## src/rtl/gpr_view_pkg.sv

```systemverilog
package gpr_view_pkg;

  localparam int unsigned WORD_W = 32;
  typedef logic [WORD_W-1:0] word_t;

  typedef enum logic [1:0] {
    VW_WORD = 2'b00,
    VW_HALF = 2'b01,
    VW_LOB  = 2'b10,
    VW_HIB  = 2'b11
  } view_e;

  // Byte windows exist only below byte_regs.
  function automatic logic view_ok(input int unsigned idx, input int unsigned byte_regs,
                                   input view_e v);
    logic is_byte;
    is_byte = (v == VW_LOB) || (v == VW_HIB);
    return !is_byte || (idx < byte_regs);
  endfunction

  // Pull a field out of a word and zero-extend it.
  function automatic word_t view_extract(input word_t w, input view_e v);
    word_t r;
    case (v)
      VW_WORD: r = w;
      VW_HALF: r = {{(WORD_W-16){1'b0}}, w[15:0]};
      VW_LOB:  r = {{(WORD_W-8){1'b0}}, w[7:0]};
      default: r = {{(WORD_W-8){1'b0}}, w[15:8]};
    endcase
    return r;
  endfunction

  // Fold the low bits of nw into the chosen field of old.
  function automatic word_t view_merge(input word_t old, input word_t nw, input view_e v);
    word_t r;
    case (v)
      VW_WORD: r = nw;
      VW_HALF: r = {old[WORD_W-1:16], nw[15:0]};
      VW_LOB:  r = {old[WORD_W-1:8], nw[7:0]};
      default: r = {old[WORD_W-1:16], nw[7:0], old[7:0]};
    endcase
    return r;
  endfunction

endpackage

```

## src/rtl/gpr_cell.sv

```systemverilog
module gpr_cell
  import gpr_view_pkg::*;
(
  input  logic  clk,
  input  logic  rst,
  input  logic  we,
  input  word_t d,
  output word_t q
);
  always_ff @(posedge clk) begin
    if (rst)     q <= '0;
    else if (we) q <= d;
  end
endmodule

```

## src/rtl/gpr_read_port.sv

```systemverilog
module gpr_read_port
  import gpr_view_pkg::*;
#(
  parameter int unsigned NUM_REGS  = 8,
  parameter int unsigned BYTE_REGS = 4,
  parameter int unsigned IDX_W     = 3
) (
  input  word_t            regs_q [NUM_REGS],
  input  logic [IDX_W-1:0] rd_idx,
  input  logic [1:0]       rd_view,
  output word_t            rd_data,
  output logic             rd_illegal
);
  word_t selected;
  logic  legal;

  always_comb begin
    selected   = regs_q[rd_idx];
    legal      = view_ok({{(32-IDX_W){1'b0}}, rd_idx}, BYTE_REGS, view_e'(rd_view));
    rd_data    = legal ? view_extract(selected, view_e'(rd_view)) : '0;
    rd_illegal = !legal;
  end
endmodule

```

## src/rtl/gpr_write_unit.sv

```systemverilog
module gpr_write_unit
  import gpr_view_pkg::*;
#(
  parameter int unsigned NUM_REGS  = 8,
  parameter int unsigned BYTE_REGS = 4,
  parameter int unsigned IDX_W     = 3
) (
  input  word_t            regs_q [NUM_REGS],
  input  logic             wr_en,
  input  logic [IDX_W-1:0] wr_idx,
  input  logic [1:0]       wr_view,
  input  word_t            wr_data,
  output logic             cell_we [NUM_REGS],
  output word_t            cell_d,
  output logic             wr_blocked
);
  logic legal;

  always_comb begin
    legal      = view_ok({{(32-IDX_W){1'b0}}, wr_idx}, BYTE_REGS, view_e'(wr_view));
    wr_blocked = wr_en && !legal;
    cell_d     = view_merge(regs_q[wr_idx], wr_data, view_e'(wr_view));
  end

  for (genvar gi = 0; gi < NUM_REGS; gi++) begin : g_we
    assign cell_we[gi] = wr_en && legal && (wr_idx == IDX_W'(gi));
  end
endmodule

```

## src/rtl/gpr_view_file.sv

```systemverilog
module gpr_view_file
  import gpr_view_pkg::*;
#(
  parameter int unsigned NUM_REGS  = 8,
  parameter int unsigned BYTE_REGS = 4,
  localparam int unsigned IDX_W    = $clog2(NUM_REGS),
  localparam int unsigned SP_IDX   = NUM_REGS - 1
) (
  input  logic             clk,
  input  logic             rst,
  input  logic             wr_en,
  input  logic [IDX_W-1:0] wr_idx,
  input  logic [1:0]       wr_view,
  input  logic [31:0]      wr_data,
  input  logic [IDX_W-1:0] ra_idx,
  input  logic [1:0]       ra_view,
  output logic [31:0]      ra_data,
  input  logic [IDX_W-1:0] rb_idx,
  input  logic [1:0]       rb_view,
  output logic [31:0]      rb_data,
  output logic [31:0]      sp_out,
  output logic             view_err
);
  word_t regs_q [NUM_REGS];
  logic  cell_we [NUM_REGS];
  word_t cell_d;

  // Named events, visible to the bound checker.
  logic wr_blocked;
  logic rd_a_illegal;
  logic rd_b_illegal;

  gpr_write_unit #(.NUM_REGS(NUM_REGS), .BYTE_REGS(BYTE_REGS), .IDX_W(IDX_W)) i_wr (
    .regs_q(regs_q), .wr_en(wr_en), .wr_idx(wr_idx), .wr_view(wr_view),
    .wr_data(wr_data), .cell_we(cell_we), .cell_d(cell_d), .wr_blocked(wr_blocked)
  );

  for (genvar gi = 0; gi < NUM_REGS; gi++) begin : g_cell
    gpr_cell i_cell (
      .clk(clk), .rst(rst), .we(cell_we[gi]), .d(cell_d), .q(regs_q[gi])
    );
  end

  gpr_read_port #(.NUM_REGS(NUM_REGS), .BYTE_REGS(BYTE_REGS), .IDX_W(IDX_W)) i_rd_a (
    .regs_q(regs_q), .rd_idx(ra_idx), .rd_view(ra_view),
    .rd_data(ra_data), .rd_illegal(rd_a_illegal)
  );

  gpr_read_port #(.NUM_REGS(NUM_REGS), .BYTE_REGS(BYTE_REGS), .IDX_W(IDX_W)) i_rd_b (
    .regs_q(regs_q), .rd_idx(rb_idx), .rd_view(rb_view),
    .rd_data(rb_data), .rd_illegal(rd_b_illegal)
  );

  assign sp_out = regs_q[SP_IDX];

  always_ff @(posedge clk) begin
    if (rst) view_err <= 1'b0;
    else     view_err <= wr_blocked || rd_a_illegal || rd_b_illegal;
  end
endmodule

```

## config.mk

```make
export PLATFORM = sky130hd
export DESIGN_NAME = gpr_view_file
export DESIGN_NICKNAME = d
export VERILOG_FILES = /design/src/rtl/gpr_view_pkg.sv /design/src/rtl/gpr_cell.sv /design/src/rtl/gpr_read_port.sv /design/src/rtl/gpr_write_unit.sv /design/src/rtl/gpr_view_file.sv
export SDC_FILE = /design/constraint.sdc
export NUM_CORES = 1
export LEC_CHECK = 0
export BUFFER_PORTS_ARGS = -buffer_cell sky130_fd_sc_hd__buf_4
export CAP_MARGIN = 5
export CORE_UTILIZATION = 30
export DETAILED_ROUTE_END_ITERATION = 10
export GPL_ROUTABILITY_DRIVEN = 0
export PLACE_DENSITY = 0.42
export SYNTH_ARGS = -nofsm -noshare
export SYNTH_HDL_FRONTEND = slang
export SYNTH_SLANG_ARGS = --single-unit
```

## constraint.sdc

```tcl
create_clock -name clk -period 6.1 [get_ports clk]
set_clock_uncertainty 0.05 [all_clocks]
set_input_delay 1.22 -clock clk [delete_from_list [all_inputs] [get_ports clk]]
set_output_delay 1.22 -clock clk [all_outputs]
set_load 0.01 [all_outputs]
```

==> run summary, run 1 <==
Number of global-route vias before repair: 13.3k
Largest cells by area after synthesis: dfxtp_1 (33%), mux4_2 (21%), mux2i_1 (7.9%)
Skew-Pair Late Insertion Delay: 0.54 ns
Net Count, Synth: 1612
Die W: 230 um
DR vias/cell: 5.87
Top cells by count, synth: dfxtp_1 (257), nor2_1 (166), nand3b_1 (161), mux4_2 (144), mux2i_1 (123)
NumNets Final: 1656
Most common cell in the netlist: dfxtp_1
Required @ worst endpoint: 4.83 ns
Critical Path Sink Type: output port
WS Path Type: in -> out
Post-DP HPWL: 37800 um
# resized after CTS: 0
Syn avg cell area: 10.0 um^2
CTS tree: yes
P&R area growth vs syn: 16.8%
VDD IR-drop max: 0.000152 V
Synthesis warning total: 0
Synth area leader: dfxtp_1
Fin. max-slew vios: 0
Status: finished clean
Sequential fraction of the synthesis area: 32.9%
Worst path most repeated cell: buf_4
Routed WL: 61900 um
GRT Overall Usage: 23.2%
Top-Level Pins: 147
Worst Path Arrival: 3.29 ns
Initial core utilization: 30.5%
Max clock buf depth: 3
Min-Delay Path Class: reg -> reg
DR DRC count: 0
EDFF count, synth: 0
Share of Yosys cell area claimed by the top area cell type: 32.9%
Worst r2r src: g_cell[7].i_cell.q[5]$_SDFFE_PP0P_
Num rows: 83
Library cells used by synthesis: 39
Max Cap Viol: 0
GRT overflow: 0
ANT nets after route: 0
Die area: 0.0531 mm^2
Final Hold Viols: 0
#FFs+latches synth: 257
Final setup TNS: 0 ns
First-pass GRT wire length: 91700 um
P_leak: 6.47 nW
Setup crit start kind: input pin
PortBufs: 146
H-tree lvl count: 2
CP max-delay cell: buf_4
Detailed Routing Iterations Pass 1: 5
CP startpoint: ra_idx[0]
Setup bufs post-CTS: 0
RSZ-0062 raised after global routing: no
Core Util, Final: 35.6%
Max-slew headroom: 15.6%
Ratio of cells with drive above 1 in the final layout: 25.1%
CTS buffer count: 34
Core Box Area: 0.0514 mm^2
# clock sinks: 257
Initial antenna violation count: 0
Final worst path period need: 4.56 ns
Fraction of registers with async set/reset: 0%
Clock Pin Slew Worst Setup and Hold Paths: 0.05 ns
Synth Instances: 1562
Chip Height: 230 um
Antenna diode count: 0
Final setup viols: 0
Syn Std Cell Area: 0.0157 mm^2
Pwr dens: 238 mW/mm^2
Worst slew pin tran: 1.26 ns
Largest net degree at the start of global routing: 115
Initial drt markers: 1144
Primary FF master, synth: dfxtp_1
CTS Hold Bufs: 0
HP Start: g_cell[6].i_cell.q[14]$_SDFFE_PP0P_
Critical path peak fanout: 34
WL per Instance: 26.8 um
Cell Chain, Critical Path: buf_4 > buf_4 > mux4_2 > mux2i_1 > nor2_1 > buf_4
Largest stage delay, worst path: 0.56 ns
Period utilization: 74.8%
Clock Tree Root: clkbuf_16
Vias: 13.5k
Max Clock Freq: 219 MHz
## cell families (layout without fill, tap and decap cells)
| logic type | after synthesis | in the layout | share of synthesized area (%) |
|---|---|---|---|
| AND/OR/NAND/NOR | 495 | 495 | 17.3 |
| flip-flops | 257 | 257 | 32.9 |
| AO/OA/AOI/OAI | 370 | 370 | 16.2 |
| buffers and inverters | 172 | 238 | 4.99 |
| multiplexers | 268 | 268 | 28.6 |
## power by group
group          switching [mW]  internal, mW
sequential             0.0350          1.71
clock                   0.798          1.26
combinational           0.343         0.201
## final timing paths
kind                                    endpoint  slack (ns)  depth (start not counted)
min reg2reg  g_cell[6].i_cell.q[14]$_SDFFE_PP0P_        0.46                          2
max                                  ra_data[29]        1.54                          6
max reg2reg   g_cell[3].i_cell.q[5]$_SDFFE_PP0P_        4.40                          3
min          g_cell[6].i_cell.q[14]$_SDFFE_PP0P_        0.46                          2
## stage by stage
stage	setup slack (ns)	area, um^2	cells	power [mW]	hold WS [ns]
2_1_floorplan	2.28	15700	1562	2.12	0.426
3_3_place_gp	1.49	17200	2250	2.33	0.448
3_5_place_dp	1.50	17200	2250	2.33	0.452
4_1_cts	1.49	18300	2308	4.40	0.459
5_1_grt	1.38	18300	2308	4.51	0.487
6_report	1.54	18300	2308	4.35	0.460
## sequential cells by signal (all words and copies together), names as in the netlist
signal,flops
g_cell.i_cell.q,256
view_err,1
## metal layers
| metal | GRT usage [%] | up-vias | routed length (um) |
|---|---|---|---|
| li1 | - | 6074 | - |
| met1 | 31.6 | 6870 | 27500 |
| met2 | 36.5 | 492 | 28300 |
| met3 | 4.46 | 103 | 4170 |
| met4 | 8.57 | 0 | 1950 |
| met5 | 0 | - | 0 |
## cell usage in the layout (no fill, tap or decap), drive strengths merged, types with 2 or more instances in the layout
cell type | netlist | layout
and2 | 9 | 9
clkinv | 0 | 3
nor2 | 169 | 169
nand3b | 161 | 161
nor2b | 14 | 14
o211ai | 28 | 28
a32oi | 16 | 16
a21o | 7 | 7
nor3b | 12 | 12
a221o | 4 | 4
a22oi | 50 | 50
mux4 | 144 | 144
a211oi | 99 | 99
clkbuf | 86 | 54
dfxtp | 257 | 257
or2 | 3 | 3
nor3 | 10 | 10
and3b | 2 | 2
o21ai | 132 | 132
mux2i | 123 | 123
nand2 | 73 | 73
nand2b | 5 | 5
a21oi | 25 | 25
inv | 7 | 7
nand3 | 31 | 31
o22ai | 7 | 7
buf | 79 | 173
or3 | 3 | 3
## worst max-delay path: cells and delay by family
family                 cells  cell delay [ns]
and+or+nand+nor            1             0.09
muxes                      2             0.72
buffers and inverters      3             1.21
## layout make-up
| type | instances | area (um^2) |
|---|---|---|
| clock buffers | 54 | 1090 |
| inverters | 7 | 26.3 |
| fillers | 5105 | 33100 |
| clock inverters | 4 | 45.0 |
| multi-input cells | 1133 | 9810 |
| well taps | 680 | 851 |
| flip-flops and latches | 257 | 5140 |
| repair buffers | 173 | 1330 |
Power figures use the tool's default switching activity.
==> inputs of run 2 (changes only) <==
==> constraint.sdc (replaced) <==
create_clock -name clk -period 4.7 [get_ports clk]
set_clock_uncertainty 0.05 [all_clocks]
set_input_delay 0.94 -clock clk [delete_from_list [all_inputs] [get_ports clk]]
set_output_delay 0.94 -clock clk [all_outputs]
set_load 0.01 [all_outputs]
==> run 2 against run 1 <==
Net effect: sequential cell count is the same; routed wire length decreased by 0.77%; hold slack better by 0.0038 ns; combinational power grew 31%; total power rose by 31%; critical path depth did not move; sequential power rose by 30%; cell count up 0.65%; first-iteration DRC count fell by 2.5%; global-route usage down 0.29 points; critical endpoint is now rb_data[26]; largest cell class unchanged; largest power group unchanged; highest routed layer is now met5.
==> run summary, run 2 (synthesis gave the netlist of run 1 again) <==
Fin. max-slew vios: 0 (unchanged)
Vias: 13.6k (was 13.5k)
Critical Path Sink Type: output port (unchanged)
R2r worst-path depth: 3 (unchanged)
Clock Pin Slew Worst Setup and Hold Paths: 0.05 ns (about the same)
DP Cell Count: 2263 (was 2250)
CTS tree: yes (unchanged)
Routed WL: 61500 um (was 61900 um)
Max-slew headroom: 26.4% (was 15.6%)
Initial antenna violation count: 1 (was 0)
Chip Height: 230 um (unchanged)
Post-DP HPWL: 39000 um (was 37800 um)
Setup crit start kind: input pin (unchanged)
Final worst path period need: 3.67 ns
Max Cap Viol: 0 (unchanged)
Final Hold Viols: 0 (unchanged)
First-pass GRT wire length: 90500 um (was 91700 um)
HP Start: g_cell[5].i_cell.q[9]$_SDFFE_PP0P_ (was g_cell[6].i_cell.q[14]$_SDFFE_PP0P_)
DR DRC count: 0 (unchanged)
# resized after CTS: 0 (unchanged)
Final setup viols: 0 (unchanged)
Die area: 0.0531 mm^2 (unchanged)
Ratio of cells with drive above 1 in the final layout: 25.7% (was 25.1%)
Worst Path Arrival: 2.68 ns (was 3.29 ns)
CTS buffer count: 34 (unchanged)
DR vias/cell: 5.87 (about the same)
Detailed Routing Iterations Pass 1: 5 (unchanged)
Regs by FF count: g_cell.i_cell.q: 256 flops, view_err: 1 flops (unchanged)
Reg-to-Reg End: g_cell[2].i_cell.q[5]$_SDFFE_PP0P_ (was g_cell[3].i_cell.q[5]$_SDFFE_PP0P_)
R2R Setup Slk: 2.99 ns (was 4.40 ns)
Final setup TNS: 0 ns (unchanged)
Worst slew pin tran: 1.10 ns (was 1.26 ns)
# clock sinks: 257 (unchanged)
WL per Instance: 26.5 um (was 26.8 um)
Min-Delay Path Class: reg -> reg (unchanged)
ANT nets after route: 0 (unchanged)
Pwr dens: 310 mW/mm^2 (was 238 mW/mm^2)
Number of global-route vias before repair: 13.2k (was 13.3k)
Die W: 230 um (unchanged)
WHS Path Cells: 2 (unchanged)
Fin cells: 2323 (was 2308)
GRT overflow: 0 (unchanged)
Clock Tree Root: clkbuf_16 (unchanged)
RSZ-0062 raised after global routing: no (unchanged)
CTS Hold Bufs: 0 (unchanged)
H-tree lvl count: 2 (unchanged)
GRT Overall Usage: 23.0% (was 23.2%)
WS Path Type: in -> out (unchanged)
Largest register FFs: 256 (unchanged)
P&R area growth vs syn: 17.8% (was 16.8%)
Required @ worst endpoint: 3.71 ns (was 4.83 ns)
Setup bufs post-CTS: 0 (unchanged)
Antenna diode count: 0 (unchanged)
Skew-Pair Late Insertion Delay: 0.55 ns (was 0.54 ns)
Hold Path End: g_cell[5].i_cell.q[9]$_SDFFE_PP0P_ (was g_cell[6].i_cell.q[14]$_SDFFE_PP0P_)
Total power: 5.71 mW (was 4.35 mW)
Initial core utilization: 30.5% (unchanged)
Commonest cells after routing, fill and taps aside: dfxtp_1 (257), buf_4 (178), nor2_1 (163) (was dfxtp_1 (257), buf_4 (169), nor2_1 (163))
Critical path peak fanout: 19 (was 34)
Core Box Area: 0.0514 mm^2 (unchanged)
PortBufs: 146 (unchanged)
Most flop-heavy register: g_cell.i_cell.q (unchanged)
Period utilization: 78.1%
Commonest non-fill, non-tap cell in the layout: dfxtp_1 (unchanged)
Initial drt markers: 1115 (was 1144)
NumNets Final: 1669 (was 1656)
Max clock buf depth: 3 (unchanged)
P_leak: 6.56 nW (was 6.47 nW)
Max Clock Freq: 272 MHz
Top-Level Pins: 147 (unchanged)
VDD IR-drop max: 0.000187 V (was 0.000152 V)
Num rows: 83 (unchanged)
Worst r2r src: g_cell[7].i_cell.q[5]$_SDFFE_PP0P_ (unchanged)
Status: finished clean (unchanged)
Largest net degree at the start of global routing: 116 (was 115)
[run 2: changes by cell type in the layout (fill, tap and decap cells not counted), sizes merged]
cell | previous run | this run
clkinv | 3 | 5
buf | 173 | 186
clkbuf | 54 | 53
bufinv | 1 | 2
[run 2: per-stage QoR]
| step | hold slack (ns) | area, um^2 | setup WS [ns] | utilization (%) |
|---|---|---|---|---|
| 5_1_grt | 0.471 | 18400 | 0.901 | 35.9 |
| 3_5_place_dp | 0.454 | 17300 | 1.00 | 33.6 |
| 2_1_floorplan | 0.426 | 15700 | 1.44 | - |
| 4_1_cts | 0.461 | 18400 | 0.998 | 35.9 |
| 6_report | 0.463 | 18400 | 1.03 | 35.9 |
| 3_3_place_gp | 0.445 | 17300 | 0.998 | 33.6 |
[run 2: final cells by class]
class                           count  area [um^2]
Clock buffer                       53         1080
Clock inverter                      7         85.1
Sequential cell                   257         5140
Multi-Input combinational cell   1133         9780
Inverter                            7         26.3
Tap cell                          680          851
Timing Repair Buffer              186         1480
Fill cell                        5219        33000
[run 2: worst max-delay path by stage]
stage	depth (start not counted)	endpoint	startpoint	slack, ns
3_3_place_gp	6	rb_data[24]	rb_idx[0]	1.0
2_1_floorplan	5	ra_data[1]	ra_idx[0]	1.44
3_5_place_dp	6	rb_data[24]	rb_idx[0]	1.00
6_report	6	rb_data[26]	rb_idx[0]	1.03
5_1_grt	6	rb_data[26]	rb_idx[0]	0.90
4_1_cts	6	rb_data[24]	rb_idx[0]	1.0
[run 2: metal layers]
metal	wire [um]	up-vias	share of wire (%)	global-route usage (%)
li1	-	6096	-	-
met2	27900	516	45	35.3
met5	33	-	0.054	0
met3	4020	122	6.5	4.29
met4	1890	4	3.1	7.99
met1	27600	6900	45	32.0
[run 2: critical path, stage by stage]
cell	delay, ns
buf_4	0.27
buf_4	0.45
mux4_2	0.56
mux2i_1	0.16
nor2_1	0.07
buf_4	0.18
[run 2: report_power, final]
group / internal [mW] / switching (mW)
Combinational: 0.269 / 0.441
Sequential: 2.22 / 0.0456
Clock: 1.68 / 1.05
==> inputs of run 3 (changes only) <==
==> constraint.sdc (replaced) <==
create_clock -name clk -period 3.5 [get_ports clk]
set_clock_uncertainty 0.05 [all_clocks]
set_input_delay 0.7 -clock clk [delete_from_list [all_inputs] [get_ports clk]]
set_output_delay 0.7 -clock clk [all_outputs]
set_load 0.01 [all_outputs]
==> run 3 against run 2 <==
Net effect: largest cell class unchanged; sequential cell count unchanged; cell count up 0.95%; sequential share of layout area is 0.15 points lower; worst setup slack got worse by 0.64 ns; largest power group unchanged; total power increased by 30%.
==> run summary, run 3 (synthesis gave the netlist of run 1 again) <==
Ratio of cells with drive above 1 in the final layout: 26.1% (was 25.7%)
Top-Level Pins: 147 (unchanged)
Clock Pin Slew Worst Setup and Hold Paths: 0.06 ns (was 0.05 ns)
Initial antenna violation count: 0 (was 1)
Met2 Usage GRT: 37.0% (was 35.3%)
WS Path Type: in -> out (unchanged)
Commonest cells after routing, fill and taps aside: dfxtp_1 (257), buf_4 (195), nor2_1 (163) (was dfxtp_1 (257), buf_4 (178), nor2_1 (163))
Worst path most repeated cell: buf_4 (unchanged)
GRT Overall Usage: 23.1% (was 23.0%)
Number of global-route vias before repair: 13.4k (was 13.2k)
# clock sinks: 257 (unchanged)
Largest net degree at the start of global routing: 171 (was 116)
Antenna diode count: 0 (unchanged)
Largest register FFs: 256 (unchanged)
Max clock buf depth: 3 (unchanged)
Most flop-heavy register: g_cell.i_cell.q (unchanged)
CP max-delay cell: buf_4 (was mux4_2)
Required @ worst endpoint: 2.75 ns (was 3.71 ns)
Worst slew pin tran: 0.841 ns (was 1.10 ns)
Detailed Routing Iterations Pass 1: 5 (unchanged)
Worst hold slack: 0.430 ns (was 0.463 ns)
GRT overflow: 0 (unchanged)
P&R area growth vs syn: 18.4% (was 17.8%)
WP buf/inv: 4 (was 3)
Setup crit start kind: input pin (unchanged)
Max Clock Freq: 322 MHz
Setup bufs post-CTS: 0 (unchanged)
Core Box Area: 0.0514 mm^2 (unchanged)
NumNets Final: 1692 (was 1669)
Max-slew headroom: 43.7% (was 26.4%)
DR DRC count: 0 (unchanged)
Worst r2r src: g_cell[7].i_cell.q[5]$_SDFFE_PP0P_ (unchanged)
First-pass GRT wire length: 91700 um (was 90500 um)
Commonest non-fill, non-tap cell in the layout: dfxtp_1 (unchanged)
Final Hold Viols: 0 (unchanged)
R2r worst-path depth: 3 (unchanged)
GR peak layer: met2 (unchanged)
CP delay by family, top: buffers and inverters (unchanged)
ANT nets after route: 0 (unchanged)
CP startpoint: rb_idx[1] (was rb_idx[0])
Met1 Resource Use GR: 32.0% (about the same)
Status: finished clean (unchanged)
Regs by FF count: g_cell.i_cell.q: 256 flops, view_err: 1 flops (unchanged)
Period utilization: 88.8%
Worst Path Arrival: 2.36 ns (was 2.68 ns)
Core Util, Final: 36.1% (was 35.9%)
Routing usage on met3: 3.67% (was 4.29%)
WL per Instance: 26.4 um (was 26.5 um)
Fin. max-slew vios: 0 (unchanged)
Critical Path Sink Type: output port (unchanged)
Skew-Pair Late Insertion Delay: 0.55 ns (about the same)
Chip Height: 230 um (unchanged)
Initial core utilization: 30.5% (unchanged)
Worst setup margin: 0.391 ns (was 1.03 ns)
Pwr dens: 400 mW/mm^2 (was 310 mW/mm^2)
P_leak: 6.62 nW (was 6.56 nW)
Num rows: 83 (unchanged)
Final worst path period need: 3.11 ns
Routed WL: 61800 um (was 61500 um)
CTS buffer count: 35 (was 34)
WP depth: 7 (was 6)
Largest stage delay, worst path: 0.32 ns (was 0.56 ns)
Initial drt markers: 1181 (was 1115)
Critical path peak fanout: 18 (was 19)
Vias: 13.6k (about the same)
CTS tree: yes (unchanged)
Die W: 230 um (unchanged)
Fill count: 5171 (was 5219)
# resized after CTS: 0 (unchanged)
Post-DP HPWL: 40200 um (was 39000 um)
VDD IR-drop max: 0.000242 V (was 0.000187 V)
Cell Chain, Critical Path: buf_4 > buf_4 > buf_4 > mux4_2 > mux2i_1 > nor2_1 > buf_4 (was buf_4 > buf_4 > mux4_2 > mux2i_1 > nor2_1 > buf_4)
Reg-to-Reg End: g_cell[2].i_cell.q[5]$_SDFFE_PP0P_ (unchanged)
Die area: 0.0531 mm^2 (unchanged)
Setup WS pre-CTS: 0.388 ns (was 1.00 ns)
Final setup TNS: 0 ns (unchanged)
Min-Delay Path Class: in -> reg (was reg -> reg)
CTS Hold Bufs: 0 (unchanged)
PortBufs: 146 (unchanged)
Worst Setup EP: rb_data[15] (was rb_data[26])
H-tree lvl count: 2 (unchanged)
HP Start: wr_en (was g_cell[5].i_cell.q[9]$_SDFFE_PP0P_)
RSZ-0062 raised after global routing: no (unchanged)
DR vias/cell: 5.78 (was 5.87)
Clock Tree Root: clkbuf_16 (unchanged)
Max Cap Viol: 0 (unchanged)
R2R Setup Slk: 1.78 ns (was 2.99 ns)
Final setup viols: 0 (unchanged)
run 3: cell count changes in the layout (fill, tap and decap cells not counted), sizes merged:
cell and delta:
bufinv -2, buf +22, clkbuf +2
run 3: metrics by stage:
stage | cell area, um^2 | power (mW) | cells
3_5_place_dp | 17500 | 4.08 | 2285
5_1_grt | 18500 | 7.69 | 2345
3_3_place_gp | 17500 | 4.08 | 2285
6_report | 18500 | 7.41 | 2345
4_1_cts | 18500 | 7.51 | 2345
2_1_floorplan | 15700 | 3.70 | 1562
run 3: report_power, final:
| group | total, mW | switching [mW] | internal, mW |
|---|---|---|---|
| logic | 0.972 | 0.593 | 0.379 |
| clock network | 3.39 | 1.39 | 2.00 |
| registers | 3.05 | 0.0631 | 2.99 |
run 3: worst min-delay path by stage:
stage | slack [ns] | cells after the start | to
after floorplan | 0.43 | 2 | g_cell[2].i_cell.q[13]$_SDFFE_PP0P_
after global placement | 0.44 | 2 | g_cell[6].i_cell.q[31]$_SDFFE_PP0P_
after detailed placement | 0.45 | 2 | g_cell[1].i_cell.q[18]$_SDFFE_PP0P_
after CTS | 0.41 | 3 | view_err$_SDFF_PP0_
after global routing | 0.43 | 3 | view_err$_SDFF_PP0_
final | 0.43 | 3 | view_err$_SDFF_PP0_
run 3: cell type report:
| cell class | count | area [um^2] | share of cell area, % |
|---|---|---|---|
| Timing Repair Buffer | 208 | 1710 | 9.21 |
| Multi-Input combinational cell | 1133 | 9760 | 52.7 |
| Clock buffer | 55 | 1020 | 5.52 |
| Inverter | 7 | 26.3 | 0.142 |
| Tap cell | 680 | 851 | 4.59 |
| Clock inverter | 5 | 25.0 | 0.135 |
| Sequential cell | 257 | 5140 | 27.7 |
run 3: per-layer routing:
metal	vias to the layer above	routed length, um
li1	6136	-
met1	6936	28500
met2	407	28700
met3	81	3230
met4	0	1410
met5	-	0
run 3: worst min-delay path: cells and delay by family:
family                 cells  cell delay [ns]
AND/OR/NAND/NOR            1             0.08
AO/OA/AOI/OAI              1             0.06
buffers and inverters      1             0.14
